===== src/rtl/rxfmt_pkg.sv =====
package rxfmt_pkg;
    typedef enum logic [1:0] {
        MARK_NONE = 2'd0,
        MARK_POS  = 2'd1,
        MARK_NEG  = 2'd2
    } mark_state_t;

    typedef struct packed {
        logic p;
        logic n;
    } rail_pair_t;
endpackage


===== src/rtl/rxfmt_mark_fsm.sv =====
module rxfmt_mark_fsm
    import rxfmt_pkg::*;
(
    input  logic        clk,
    input  logic        rst_n,
    input  logic        rail_p,
    input  logic        rail_n,
    output mark_state_t state_q,
    output logic        bpv,
    output logic        cv
);
    mark_state_t state_d;
    logic pos_only;
    logic neg_only;

    assign pos_only = rail_p & ~rail_n;
    assign neg_only = rail_n & ~rail_p;

    // state register
    always_ff @(posedge clk or negedge rst_n) begin
        if (!rst_n) state_q <= MARK_NONE;
        else        state_q <= state_d;
    end

    // transitions: take_pos, take_neg, hold
    always_comb begin
        state_d = state_q;
        unique case (state_q)
            MARK_NONE, MARK_POS, MARK_NEG: begin
                if (pos_only)      state_d = MARK_POS;
                else if (neg_only) state_d = MARK_NEG;
                else               state_d = state_q;
            end
            default: state_d = MARK_NONE;
        endcase
    end

    // outputs
    always_comb begin
        cv  = rail_p & rail_n;
        bpv = 1'b0;
        unique case (state_q)
            MARK_NONE: bpv = 1'b0;
            MARK_POS:  bpv = pos_only;
            MARK_NEG:  bpv = neg_only;
            default:   bpv = 1'b0;
        endcase
    end
endmodule


===== src/rtl/rxfmt_zero_run.sv =====
module rxfmt_zero_run #(
    parameter int ZERO_LIMIT = 15
) (
    input  logic clk,
    input  logic rst_n,
    input  logic mark,
    output logic exz
);
    localparam int CW = $clog2(ZERO_LIMIT + 2);
    localparam logic [CW-1:0] FIRE_AT = CW'(ZERO_LIMIT);
    localparam logic [CW-1:0] SAT_AT  = CW'(ZERO_LIMIT + 1);

    logic [CW-1:0] run_q;

    always_ff @(posedge clk or negedge rst_n) begin
        if (!rst_n)              run_q <= '0;
        else if (mark)           run_q <= '0;
        else if (run_q != SAT_AT) run_q <= run_q + 1'b1;
    end

    assign exz = ~mark & (run_q == FIRE_AT);
endmodule


===== src/rtl/rxfmt_edge_stage.sv =====
module rxfmt_edge_stage
    import rxfmt_pkg::*;
(
    input  logic       clk,
    input  logic       rst_n,
    input  logic       fall_sel,
    input  rail_pair_t rise_q,
    output rail_pair_t pins
);
    rail_pair_t fall_q;

    always_ff @(negedge clk or negedge rst_n) begin
        if (!rst_n) fall_q <= '0;
        else        fall_q <= rise_q;
    end

    assign pins = fall_sel ? fall_q : rise_q;
endmodule


===== src/rtl/rx_line_formatter.sv =====
module rx_line_formatter
    import rxfmt_pkg::*;
#(
    parameter int ZERO_LIMIT = 15
) (
    input  logic clk,
    input  logic rst_n,
    input  logic nrz_en,
    input  logic fall_sel,
    input  logic rail_p,
    input  logic rail_n,
    output logic out_p,
    output logic out_n
);
    mark_state_t mark_state;
    logic        bpv;
    logic        cv;
    logic        exz;
    rail_pair_t  fmt_d;
    rail_pair_t  fmt_q;
    rail_pair_t  pins;

    rxfmt_mark_fsm u_fsm (
        .clk(clk), .rst_n(rst_n), .rail_p(rail_p), .rail_n(rail_n),
        .state_q(mark_state), .bpv(bpv), .cv(cv)
    );

    rxfmt_zero_run #(.ZERO_LIMIT(ZERO_LIMIT)) u_run (
        .clk(clk), .rst_n(rst_n), .mark(rail_p | rail_n), .exz(exz)
    );

    always_comb begin
        if (nrz_en) begin
            fmt_d.p = rail_p | rail_n;
            fmt_d.n = bpv | cv | exz;
        end else begin
            fmt_d.p = rail_p;
            fmt_d.n = rail_n;
        end
    end

    always_ff @(posedge clk or negedge rst_n) begin
        if (!rst_n) fmt_q <= '0;
        else        fmt_q <= fmt_d;
    end

    rxfmt_edge_stage u_edge (
        .clk(clk), .rst_n(rst_n), .fall_sel(fall_sel),
        .rise_q(fmt_q), .pins(pins)
    );

    assign out_p = pins.p;
    assign out_n = pins.n;
endmodule


===== config.mk =====
export PLATFORM = sky130hd
export DESIGN_NAME = rx_line_formatter
export DESIGN_NICKNAME = d
export VERILOG_FILES = /design/src/rtl/rxfmt_pkg.sv /design/src/rtl/rxfmt_mark_fsm.sv /design/src/rtl/rxfmt_zero_run.sv /design/src/rtl/rxfmt_edge_stage.sv /design/src/rtl/rx_line_formatter.sv
export SDC_FILE = /design/constraint.sdc
export NUM_CORES = 1
export LEC_CHECK = 0
export BUFFER_PORTS_ARGS = -buffer_cell sky130_fd_sc_hd__buf_2
export CORE_AREA = 5 5 42 44
export DETAILED_ROUTE_END_ITERATION = 12
export DIE_AREA = 0 0 47 49
export GPL_TIMING_DRIVEN = 0
export PLACE_DENSITY_LB_ADDON = 0.1
export SYNTH_ARGS = -nofsm -noshare
export SYNTH_HDL_FRONTEND = slang
export SYNTH_HIERARCHICAL = 1
export SYNTH_SLANG_ARGS = --single-unit

===== constraint.sdc =====
create_clock -name clk -period 2.29 [get_ports clk]
set_input_delay 0.687 -clock clk [delete_from_list [all_inputs] [get_ports clk]]
set_output_delay 0.687 -clock clk [all_outputs]
set_load 0.1 [all_outputs]

==> summary.md <==
| Metric | Value |
|---|---|
| Post-Syn Nets | between 70 and 80 |
| CP Class | reg2out |
| Clk Latency, worst-skew pair | around 0.27 ns |
| Tightest Hold Check Type | in2async |
| Hold WS | 0.283 ns |
| Boundary Pins | 8 |
| WL per Instance | 11.8 µm |
| Max cap viols | 0 |
| Synth top area share | 34.5% |
| Area leader, netlist | dfrtp_1 |
| CP Data Arrival Time | 2.18 ns |
| Die ar. | 2300 µm² |
| Xor and xnor area share after synthesis | under 10% |
| Vias per cell | around 4.8 |
| Port bufs | 7 |
| Crit. End Element | output pin |
| Via Count | approximately 410 |
| Starting Density | between 40 and 50% |
| DR pass1 iterations | 3 |
| GRT overflow | 0 |
| Nets@finish | 86 |
| Failing checks | negative setup slack |
| Static Leakage | 0.000390 µW |
| Cts repair resizes | 8 |
| Placed Area | roughly 710 µm² |
| Final Hold Viols | 0 |
| Max VDD drop | between 0.0003 and 0.0004 V |
| Netlist cell types | 22 |
| Syn-to-layout area delta | 18.2% |
| DRT iter0 DRCs | 4 |
| Crit Path Max Fanout | 1 |
| Die Y | roughly 50 µm |
| Total GRT Usage | roughly a tenth |
| DRC viols | 0 |
| Row Count | 14 |
| Worst EP required | roughly 1.6 ns |
| Slew Limit Fails | 0 |
| Die X | between 40 and 50 µm |
| Register area share after synthesis | roughly 42% |
| First-pass GRT wire length | 1.77 mm |
| Vias in the first global route | around 450 |
| GPL Wtd Cong | about 0.68 |
| Final WL | roughly 1 mm |
| Layout cells sized above 1 | 26.1% |
| Power Density | between 500 and 600 nW/µm² |
| CTS buffer count | 3 |
| Clock transition at path regs | approximately 0.070 ns |
| Largest family of logic cells by synthesized area | adder cells |
| Synth Warn # | 6 |
| Mux contribution to synthesized area | a little over a tenth |
| Status | complete, but fails checks |
| Total power draw | roughly 460 µW |
| RSZ-0062 raised after global routing | true |
| Commonest cells after routing, fill and taps aside | 10 x ha_1, 9 x dfrtp_1, 8 x inv_1 |
| Setup ws final | -0.578 ns |
| FF+latch count, synth | 11 |
| Remaining antenna violation count after routing | 0 |
| Maximum clock path buffer count | 2 |
| Post-Synth Simple-Gate Area | 16.3% |
| Post-CTS Setup Bufs | 0 |
| Post-Synthesis Cells | 58 |
| H-tree levels | 1 |
| Most common cell after layout, fill and taps aside | ha_1 |
| Clock sink count | 11 |
| Fin area | 771 µm² |
| CTS tree | yes |
| Post-cts hold buffer count | 0 |
| Critical path startpoint category | flop |
| Slew margin rel. | between 80% and 90% |
| Setup WS pre-CTS | -0.468 ns |
| Initial antenna violation count | 0 |
| Synth Cell Area | 652 µm² |
| Core Box Area | around 1400 µm² |
| Average size of a mapped cell | ~11 µm² |
| Compound-gate portion of the synthesized area | under 10% |
| Ant. Diodes | 0 |
| Setup-failing EPs final | 2 |
| Setup Skew | about 0.014 ns |
| Post-Synth Adder-Cell Area | a little under a fifth |
| Largest net degree at the start of global routing | 12 |
| Area contributors post-synth | dfrtp_1 35%, ha_1 19%, dfrtn_1 7.7% |
| Worst slew pin tran | 0.266 ns |
| Root buffer cell | clkbuf_4 |
==> registers in the layout (all words and copies together) (netlist names) <==
signal	cells
fmt_q	2
u_run/run_q	5
u_fsm/state_q	2
u_edge/fall_q	2
==> where the power goes <==
part	leakage (µW)	internal, µW	switching (µW)
sequential	0.000138	210	11.8
combinational	0.000237	47.3	65.6
clock	0.0000150	67.1	59.3
total	0.000390	324	137
==> per-layer routing <==
metal  wire length (µm)  up-vias  GRT usage (%)
met5                  0        -              0
met4                 12        0           5.53
met3                 61        2           2.21
met2                460        8           15.6
met1                470      191           13.7
li1                   -      211              -
==> through the flow <==
stage / std cells / utilization, % / TNS, ns
finish: 85 / 55.0 / -1.15
global route: 85 / 55.0 / -1.21
CTS: 85 / 55.0 / -1.17
detailed placement: 81 / 51.0 / -0.932
global placement: 81 / 51.0 / -0.898
floorplan: 58 / - / -0.472
==> cells in the mapped netlist (all sizes together) <==
library cell,instances
dfrtp,9
nand2b,2
nor3,2
a211oi,1
a21o,1
dfrtn,2
mux2,4
ha,10
and3,1
and4bb,1
nor2,5
nor2b,4
mux2i,2
o21ba,1
inv,8
nand3,1
xnor2,1
or2,1
a22oi,1
a21oi,1
==> logic make-up after synthesis <==
family                   Yosys count
AO/OA/AOI/OAI                      5
XOR/XNOR                           1
adder cells (fa/ha/maj)           10
buffers and inverters              8
flip-flops                        11
multiplexers                       6
AND/OR/NAND/NOR                   17
==> final cells by class <==
type,instances,area (µm²)
fillers,140,631
multi-input cells,39,354
flip-flops and latches,11,275
repair buffers,7,65.1
inverters,8,30.0
clock buffers,4,26.3
well taps,16,20.0
==> critical path, cell delays in order, from the launching register on <==
cell and delay [ns]:
dfrtn_1 0.33, mux2_4 0.27, buf_12 0.17
==> worst paths after layout <==
kind | start | end | slack [ns] | cells after the start
setup reg to reg | fmt_q[1] | u_edge/fall_q[1] | 0.62 | 0
max in group asynchronous | rst_n | u_edge/fall_q[1] | 0.75 | 1
setup / recovery | u_edge/fall_q[0] | out_n | -0.58 | 2
hold / removal | rst_n | u_run/run_q[3] | 0.28 | 1
min in group clk | u_fsm/state_q[1] | u_fsm/state_q[1] | 0.59 | 2
hold reg to reg | u_fsm/state_q[1] | u_fsm/state_q[1] | 0.59 | 2
Power figures use the tool's default switching activity.
